<file path="config.mk">
export PLATFORM = sky130hd
export DESIGN_NAME = irq_flag_unit
export DESIGN_NICKNAME = d
export VERILOG_FILES = /design/src/rtl/irq_pkg.sv /design/src/rtl/irq_rst_sync.sv /design/src/rtl/irq_in_sync.sv /design/src/rtl/irq_sense.sv /design/src/rtl/irq_prio.sv /design/src/rtl/irq_flag_unit.sv
export SDC_FILE = /design/constraint.sdc
export NUM_CORES = 1
export LEC_CHECK = 0
export ABC_AREA = 0
export ABC_CLOCK_PERIOD_IN_PS = 1400
export BUFFER_PORTS_ARGS = -buffer_cell sky130_fd_sc_hd__buf_2
export CORE_MARGIN = 1
export CORE_UTILIZATION = 49
export DETAILED_ROUTE_END_ITERATION = 7
export HOLD_SLACK_MARGIN = 0.08
export PLACE_DENSITY_LB_ADDON = 0.12
export SLEW_MARGIN = 30
export SYNTH_ARGS = -nofsm -noshare
export SYNTH_HDL_FRONTEND = slang
export SYNTH_SLANG_ARGS = --single-unit
</file>
<file path="constraint.sdc">
create_clock -name clk -period 1.4 [get_ports clk]
set_input_delay 0.28 -clock clk [delete_from_list [all_inputs] [get_ports clk]]
set_output_delay 0.28 -clock clk [all_outputs]
set_load 0.01 [all_outputs]
</file>
<file path="src/rtl/irq_pkg.sv">
package irq_pkg;
  localparam int REG_W = 8;
  localparam int NSRC  = 3;
  localparam int VEC_W = $clog2(NSRC + 1);

  localparam logic [5:0] ADR_PMASK = 6'h3B;
  localparam logic [5:0] ADR_PFLAG = 6'h3A;
  localparam logic [5:0] ADR_TMASK = 6'h39;
  localparam logic [5:0] ADR_TFLAG = 6'h38;

  localparam int EXT_BIT = 6;
  localparam int PC_BIT  = 5;
  localparam int OVF_BIT = 1;

  localparam logic [REG_W-1:0] PIN_BITS = REG_W'((1 << EXT_BIT) | (1 << PC_BIT));
  localparam logic [REG_W-1:0] TMR_BITS = REG_W'(1 << OVF_BIT);

  typedef enum logic [1:0] {
    SENSE_LOW  = 2'b00,
    SENSE_ANY  = 2'b01,
    SENSE_FALL = 2'b10,
    SENSE_RISE = 2'b11
  } sense_e;

  function automatic logic [REG_W-1:0] flag_next(
    input logic [REG_W-1:0] cur,
    input logic [REG_W-1:0] set,
    input logic [REG_W-1:0] clr,
    input logic [REG_W-1:0] keep
  );
    return ((cur & ~clr) | set) & keep;
  endfunction
endpackage

</file>
<file path="src/rtl/irq_rst_sync.sv">
module irq_rst_sync #(
  parameter int STAGES = 2
) (
  input  logic clk,
  input  logic rst_n,
  output logic rst_sync_n
);
  logic [STAGES-1:0] chain_q;

  always_ff @(posedge clk or negedge rst_n) begin
    if (!rst_n) chain_q <= '0;
    else        chain_q <= {chain_q[STAGES-2:0], 1'b1};
  end

  assign rst_sync_n = chain_q[STAGES-1];
endmodule

</file>
<file path="src/rtl/irq_in_sync.sv">
module irq_in_sync #(
  parameter int W      = 9,
  parameter int STAGES = 2
) (
  input  logic         clk,
  input  logic         rst_n,
  input  logic [W-1:0] din,
  output logic [W-1:0] dout
);
  logic [STAGES-1:0][W-1:0] stage_q;

  always_ff @(posedge clk or negedge rst_n) begin
    if (!rst_n) stage_q[0] <= '0;
    else        stage_q[0] <= din;
  end

  for (genvar g = 1; g < STAGES; g++) begin : g_stage
    always_ff @(posedge clk or negedge rst_n) begin
      if (!rst_n) stage_q[g] <= '0;
      else        stage_q[g] <= stage_q[g-1];
    end
  end

  assign dout = stage_q[STAGES-1];
endmodule

</file>
<file path="src/rtl/irq_sense.sv">
module irq_sense #(
  parameter int W = 9
) (
  input  logic         clk,
  input  logic         rst_n,
  input  logic [W-1:0] level,
  output logic [W-1:0] rise,
  output logic [W-1:0] fall
);
  logic [W-1:0] prev_q;
  logic [W-1:0] prev_d;

  always_comb begin
    prev_d = level;
    rise   = level & ~prev_q;
    fall   = ~level & prev_q;
  end

  always_ff @(posedge clk or negedge rst_n) begin
    if (!rst_n) prev_q <= '0;
    else        prev_q <= prev_d;
  end
endmodule

</file>
<file path="src/rtl/irq_prio.sv">
module irq_prio #(
  parameter int N     = 3,
  parameter int VEC_W = $clog2(N + 1)
) (
  input  logic [N-1:0]     req,
  output logic             any,
  output logic [VEC_W-1:0] vec
);
  always_comb begin
    vec = '0;
    for (int i = N - 1; i >= 0; i--) begin
      if (req[i]) vec = VEC_W'(i + 1);
    end
    any = |req;
  end
endmodule

</file>
<file path="src/rtl/irq_flag_unit.sv">
module irq_flag_unit
  import irq_pkg::*;
#(
  parameter int PORT_W      = 8,
  parameter int ADDR_W      = 6,
  parameter int SYNC_STAGES = 2
) (
  input  logic              clk,
  input  logic              rst_n,
  input  logic              ext_pin,
  input  logic [PORT_W-1:0] port_in,
  input  logic              ovf_pulse,
  input  logic [1:0]        sense_mode,
  input  logic              glob_en,
  input  logic [ADDR_W-1:0] reg_addr,
  input  logic              reg_we,
  input  logic [7:0]        reg_wdata,
  output logic [7:0]        reg_rdata,
  output logic              irq_req,
  output logic [1:0]        irq_vec,
  input  logic              irq_ack
);
  localparam int IN_W = PORT_W + 1;

  logic            rst_s_n;
  logic [IN_W-1:0] in_sync;
  logic [IN_W-1:0] in_rise;
  logic [IN_W-1:0] in_fall;
  sense_e          mode;

  logic ext_lvl, ext_evt, pc_evt;

  logic [REG_W-1:0] pmask_q, pmask_d, pflag_q, pflag_d;
  logic [REG_W-1:0] tmask_q, tmask_d, tflag_q, tflag_d;
  logic [REG_W-1:0] pflag_set, pflag_clr, tflag_set, tflag_clr;
  logic             pmask_en, tmask_en, pflag_en, tflag_en;
  logic             wr_pmask, wr_pflag, wr_tmask, wr_tflag;

  logic [NSRC-1:0]  src_req;
  logic             sel_any;
  logic [VEC_W-1:0] sel_vec;
  logic             ack_ext, ack_pc, ack_ovf;
  logic             ext_src;

  irq_rst_sync #(.STAGES(SYNC_STAGES)) u_rst (
    .clk       (clk),
    .rst_n     (rst_n),
    .rst_sync_n(rst_s_n)
  );

  irq_in_sync #(.W(IN_W), .STAGES(SYNC_STAGES)) u_sync (
    .clk  (clk),
    .rst_n(rst_s_n),
    .din  ({port_in, ext_pin}),
    .dout (in_sync)
  );

  irq_sense #(.W(IN_W)) u_sense (
    .clk  (clk),
    .rst_n(rst_s_n),
    .level(in_sync),
    .rise (in_rise),
    .fall (in_fall)
  );

  // External pin event by sensing mode; port change in any direction
  always_comb begin
    mode    = sense_e'(sense_mode);
    ext_lvl = in_sync[0];
    unique case (mode)
      SENSE_ANY:  ext_evt = in_rise[0] | in_fall[0];
      SENSE_FALL: ext_evt = in_fall[0];
      SENSE_RISE: ext_evt = in_rise[0];
      default:    ext_evt = 1'b0;
    endcase
    pc_evt = |(in_rise[IN_W-1:1] | in_fall[IN_W-1:1]);
  end

  // Register bus decode
  always_comb begin
    wr_pmask = reg_we && (reg_addr == ADDR_W'(ADR_PMASK));
    wr_pflag = reg_we && (reg_addr == ADDR_W'(ADR_PFLAG));
    wr_tmask = reg_we && (reg_addr == ADDR_W'(ADR_TMASK));
    wr_tflag = reg_we && (reg_addr == ADDR_W'(ADR_TFLAG));
  end

  // Source gating and priority
  always_comb begin
    ext_src = (mode == SENSE_LOW) ? ~ext_lvl : pflag_q[EXT_BIT];
    src_req[0] = glob_en & pmask_q[EXT_BIT] & ext_src;
    src_req[1] = glob_en & pmask_q[PC_BIT]  & pflag_q[PC_BIT];
    src_req[2] = glob_en & tmask_q[OVF_BIT] & tflag_q[OVF_BIT];
  end

  irq_prio #(.N(NSRC), .VEC_W(VEC_W)) u_prio (
    .req(src_req),
    .any(sel_any),
    .vec(sel_vec)
  );

  assign irq_req = sel_any;
  assign irq_vec = sel_vec;

  // Next-state for mask and flag registers
  always_comb begin
    ack_ext = irq_ack && sel_any && (sel_vec == VEC_W'(1));
    ack_pc  = irq_ack && sel_any && (sel_vec == VEC_W'(2));
    ack_ovf = irq_ack && sel_any && (sel_vec == VEC_W'(3));

    pmask_en = wr_pmask;
    pmask_d  = reg_wdata & PIN_BITS;
    tmask_en = wr_tmask;
    tmask_d  = reg_wdata & TMR_BITS;

    pflag_set = '0;
    pflag_set[EXT_BIT] = ext_evt;
    pflag_set[PC_BIT]  = pc_evt;
    pflag_clr = wr_pflag ? reg_wdata : '0;
    pflag_clr[EXT_BIT] = pflag_clr[EXT_BIT] | ack_ext | (mode == SENSE_LOW);
    pflag_clr[PC_BIT]  = pflag_clr[PC_BIT]  | ack_pc;
    pflag_en = |((pflag_set | pflag_clr) & PIN_BITS);
    pflag_d  = flag_next(pflag_q, pflag_set, pflag_clr, PIN_BITS);
    if (mode == SENSE_LOW) pflag_d[EXT_BIT] = 1'b0;

    tflag_set = '0;
    tflag_set[OVF_BIT] = ovf_pulse;
    tflag_clr = wr_tflag ? reg_wdata : '0;
    tflag_clr[OVF_BIT] = tflag_clr[OVF_BIT] | ack_ovf;
    tflag_en = |((tflag_set | tflag_clr) & TMR_BITS);
    tflag_d  = flag_next(tflag_q, tflag_set, tflag_clr, TMR_BITS);
  end

  always_ff @(posedge clk or negedge rst_s_n) begin
    if (!rst_s_n) begin
      pmask_q <= '0;
      tmask_q <= '0;
      pflag_q <= '0;
      tflag_q <= '0;
    end else begin
      if (pmask_en) pmask_q <= pmask_d;
      if (tmask_en) tmask_q <= tmask_d;
      if (pflag_en) pflag_q <= pflag_d;
      if (tflag_en) tflag_q <= tflag_d;
    end
  end

  // Read mux
  always_comb begin
    if      (reg_addr == ADDR_W'(ADR_PMASK)) reg_rdata = pmask_q;
    else if (reg_addr == ADDR_W'(ADR_PFLAG)) reg_rdata = pflag_q;
    else if (reg_addr == ADDR_W'(ADR_TMASK)) reg_rdata = tmask_q;
    else if (reg_addr == ADDR_W'(ADR_TFLAG)) reg_rdata = tflag_q;
    else                                     reg_rdata = '0;
  end
endmodule

</file>
After elaboration in Yosys (flattened, before gate mapping):

Cells that the tools add are included.

* output and inout port bits: 11
* bits in registers: 35
* bits of input ports: 31
* word-level logic and storage cells: 67

* reduce and logical (&&, ||, !) cells: 12
* multiplexer cells: 12
* bitwise logic cells: 25
* equal/unequal tests: 10

Operator list (count)
* 6-bit == test (second input constant): 4
* 7-bit 2-to-1 mux: 3
* 9-bit bitwise AND: 2
* 9-bit inverter: 2
* 7-bit OR: 2
* 2-bit 2-to-1 mux: 6
* 2-bit == test (second input constant): 4
* 1-bit logical AND: 8
* 8-bit OR: 1
* 8-bit OR reduction: 1
* 7-bit bitwise AND: 1
* 7-bit inverter: 1
* 1-bit bitwise AND: 6
* 1-bit OR: 5
* 2-bit by 1-bit == test with 1-bit output (second input constant): 2
* 2-bit OR: 2
* 1-bit one-hot mux with 3 select lines: 1
* 3-bit OR reduction: 1
* 2-bit bitwise AND: 1
* 2-bit logical NOT: 1
* 1-bit 2-to-1 mux: 2
* 2-bit inverter: 1
* 2-bit OR reduction: 1
* 1-bit inverter: 1

Logic depth before layout (Yosys ltp):

* word-level depth: 13
* mapped depth: 5
* mapped depth without buffers: 5

Modules after synthesis:

From an unflattened synthesis, not the netlist that was laid out.

* cells, all modules: 115
* area, all modules: 1476.4 um2

Modules (own cells, without submodules)
* irq_in_sync: seq. area each 450.4 um2, times used 1, cells each 27, area each 518.0 um2
* irq_flag_unit: seq. area each 150.1 um2, times used 1, cells each 53, area each 495.5 um2
* irq_sense: seq. area each 225.2 um2, times used 1, cells each 27, area each 382.9 um2
* irq_rst_sync: seq. area each 50.0 um2, times used 1, cells each 3, area each 53.8 um2
* irq_prio: seq. area each 0.0 um2, times used 1, cells each 5, area each 26.3 um2

Worst setup path after synthesis:

OpenSTA, ideal clock, no wires.

* path type: register -> output
* from: reg u_sync.stage_q (netlist bit u_sync.dout[0])
* to: out irq_vec[1]
* path slack: 29 ps
* path buffers: 0
* arrival: 1091 ps
* data required time: 1120 ps
* cell stages (with the launch flop): 4
* cell sequence: dfrtp_1 or3b_4 o2111ai_2 and3_1

* word-level cells in the longest chain between the ends: 4

RTL lines
* start, declared: line irq_in_sync.sv:10 `logic [STAGES-1:0][W-1:0] stage_q;`
* start signal, assigned by index: line irq_in_sync.sv:20 `else stage_q[g] <= stage_q[g-1];`
* 1-bit inverter: line irq_flag_unit.sv:89 `ext_src = (mode == SENSE_LOW) ? ~ext_lvl : pflag_q[EXT_BIT];`
* 1-bit 2-to-1 mux: line irq_flag_unit.sv:89
* 1-bit bitwise AND: line irq_flag_unit.sv:90 `src_req[0] = glob_en & pmask_q[EXT_BIT] & ext_src;`
* 2-bit 2-to-1 mux: line irq_prio.sv:12 `if (req[i]) vec = VEC_W'(i + 1);`
* end, declared: line irq_flag_unit.sv:20 `output logic [1:0] irq_vec,`

Every way passes these cells.

Worst setup path in the final report:

Same ends and word-level chain as after synthesis.

==> qor.yml <==
vias: 958
postSynthCellCount: 102
clock_latency_ns: 0.32
drt-total-wl_microns: 2260
path_max_fanout: 4
h-tree-depth: 2
outcome: "complete, but fails checks"
grt.busiest_layer: "met2"
maxCapViolations: 0
antennaDiodeCount: 0
start_util_pct: 52.7
final_layout_size_suffix_gt1_share_pct: 39.6
first_iter_violations: 8
yosysTopAreaCell: "dfrtp_1"
grt-ovfl-total: 0
grt_pass1_wl_microns: 3390
chipWidth_microns: 54.1
synth_cell_types: 27
r2r-start: "u_sync.dout[0]$_DFF_PN0_"
hpwl_microns: 1570
critPathLaunchType: "register"
io_pins: 42
max-vdd-ir-drop_mv: 0.896
nets: 203
met3_usage_pct: 7.91
yosysMostFrequentCell: "dfrtp_1"
grt_max_degree: 15
core_sq_mm: 0.00252
min-delay-path-class: "in2reg"
end_kind: "output port"
powerDensity_mw_per_mm2: 981
synth-edff-count: 0
yosys_warnings: 0
wire_per_inst_microns: 11.4
grt_use_met1_pct: 17.7
fin_skew_ns: 0.00864
power.leakage_nw: 0.919
antenna_found_initial: 0
cts_root_buf: "clkbuf_4"
synth-main-ff-cell: "dfrtp_1"
numCtsBuffers: 5
cp.arrival_ns: 1.46
synth_top_area_share_pct: 65.9
track_usage_pct: 17.8
firstDrtPassIters: 4
setup_viol: 6
syn_to_final_growth_pct: 40.2
avgSynthCellArea_sq_um: 13.0
die_y_microns: 54.1
grt_setup_unrepaired: "yes"
ys_seq_area_share_pct: 65.9
cts.sinks: 35
finalCriticalPeriod_ns: 1.74
crit_start: "u_sync.dout[0]$_DFF_PN0_"
finalHoldViolCount: 0
fin_crit_sh_pct: 124
criticalPathCategory: "reg2out"
synth_area_sq_mm: 0.00133
setup_tns_ns: -1.62
num_rows: 18
synth_seq_cells: 35
cts_buffer_depth: 2
ant_nets: 0
viasPerCell: 4.81
async_flop_share_pct: 100
cts_tree: "done"
portBuffers: 31
synth_common_cells: "dfrtp_1, nand2_1, xor2_1"
drc: 0
fin_ws_ns: -0.341
violations: "negative setup slack"
die_area_sq_mm: 0.00292
grt_util_met2_pct: 31.9
grt_pass1_vias: 866
clkTransAtPathRegs_ns: 0.08
drv_slew: 0
gp_congestion: 0.722
synthTopCellsByArea: "dfrtp_1, xor2_1, buf_4"
hold_start: "ovf_pulse"
cp_data_required_time_ns: 1.12
hold-worst-slack_ns: 0.158
final_util_pct: 73.9
max_freq_ghz: 0.574
==> worst max-delay path: stages (launching register included) <==
cell and delay [ns]:
dfrtp_1 0.35, or3b_4 0.40, o2111ai_4 0.09, and3_4 0.22, buf_6 0.09
==> registers in the layout, summed over array words and instances (netlist names) <==
signal          cells
pmask_q             2
tmask_q             1
u_sense.prev_q      9
pflag_q             2
u_rst.chain_q       2
u_sync.stage_q      9
u_sync.dout         9
tflag_q             1
==> path summary, 6_finish.rpt <==
path                            slack (ns)  cells past startpoint                          end
worst max-delay path                 -0.34                      4                   irq_vec[1]
worst min-delay path                  0.16                      2       tflag_q[1]$_DFFE_PN0P_
worst max register to register       -0.34                      9       tflag_q[1]$_DFFE_PN0P_
worst min register to register        0.17                      0  u_sync.stage_q[1]$_DFF_PN0_
max in group asynchronous             0.68                      1       pmask_q[6]$_DFFE_PN0P_
min in group asynchronous             0.17                      0  u_sync.stage_q[1]$_DFF_PN0_
==> stage by stage <==
stage / cell area (sq um) / instances / power, mW / setup slack [ns]
floorplan: 1340 / 106 / 1.24 / 0.0294
global placement: 1560 / 170 / 1.32 / -0.0949
detailed placement: 1560 / 170 / 1.33 / -0.128
CTS: 1800 / 195 / 1.82 / -0.347
global route: 1860 / 199 / 1.94 / -0.427
finish: 1860 / 199 / 1.83 / -0.341
==> cells by family (layout without fill, tap and decap cells) <==
kind of cell | count (synthesis) | after routing | share of synthesized area, %
mux | 6 | 6 | 4.80
fa+ha+maj | 2 | 2 | 1.88
flops | 35 | 35 | 65.9
simple gates | 32 | 32 | 12.8
xor+xnor | 8 | 8 | 5.27
compound gates | 7 | 7 | 4.52
other cells | 2 | 6 | 0.565
buf+inv | 10 | 73 | 4.24
==> area by class of cell <==
type | count | area (sq um)
flip-flops and latches | 35 | 877
inverters | 4 | 15.0
fillers | 162 | 659
clock buffers | 6 | 41.3
well taps | 30 | 37.5
repair buffers | 63 | 452
multi-input cells | 61 | 440
==> routing by layer <==
metal  wire, microns  vias to the layer above
li1                -                      468
met1             903                      450
met2            1180                       35
met3             138                        5
met4              39                        0
met5               0                        -
==> cell usage in the layout, fill, tap and decap left out <==
master	synthesis	routed
a21oi_1	1	1
clkbuf_4	0	5
nand4b_1	2	2
nand2_1	9	9
or2_4	0	1
o2111ai_4	0	1
clkbuf_1	1	1
ha_1	2	2
buf_2	0	29
dfrtp_2	0	1
nor2_2	0	2
or3b_4	1	1
and3_4	0	1
nor3_2	0	1
nand3_1	4	4
nor2b_1	1	1
buf_6	0	7
mux2_1	3	3
nand4_1	2	2
and2b_2	1	1
conb_1	2	6
nor4_1	2	2
and2b_1	1	1
nor2_1	6	4
a31o_1	2	2
dfrtp_1	35	34
xor2_1	8	8
mux2i_1	3	3
a41o_1	1	1
buf_4	5	17
o22ai_1	2	2
dlygate4sd3_1	0	10
inv_1	4	4
==> power by group <==
group          internal (mW)  switching [mW]
Combinational          0.154           0.116
Sequential              1.07          0.0419
Clock                  0.178           0.267
==> what timing repair did <==
action / CTS / global route
setup endpoints to repair: 8 / 9
gates resized for setup: 6 / 8
setup buffers: 10 / 4
endpoints found under the hold margin: 11 / 0
pin swaps: 7 / 3
hold buffers: 10 / 0
No activity file was read; power rests on OpenSTA's default activity.
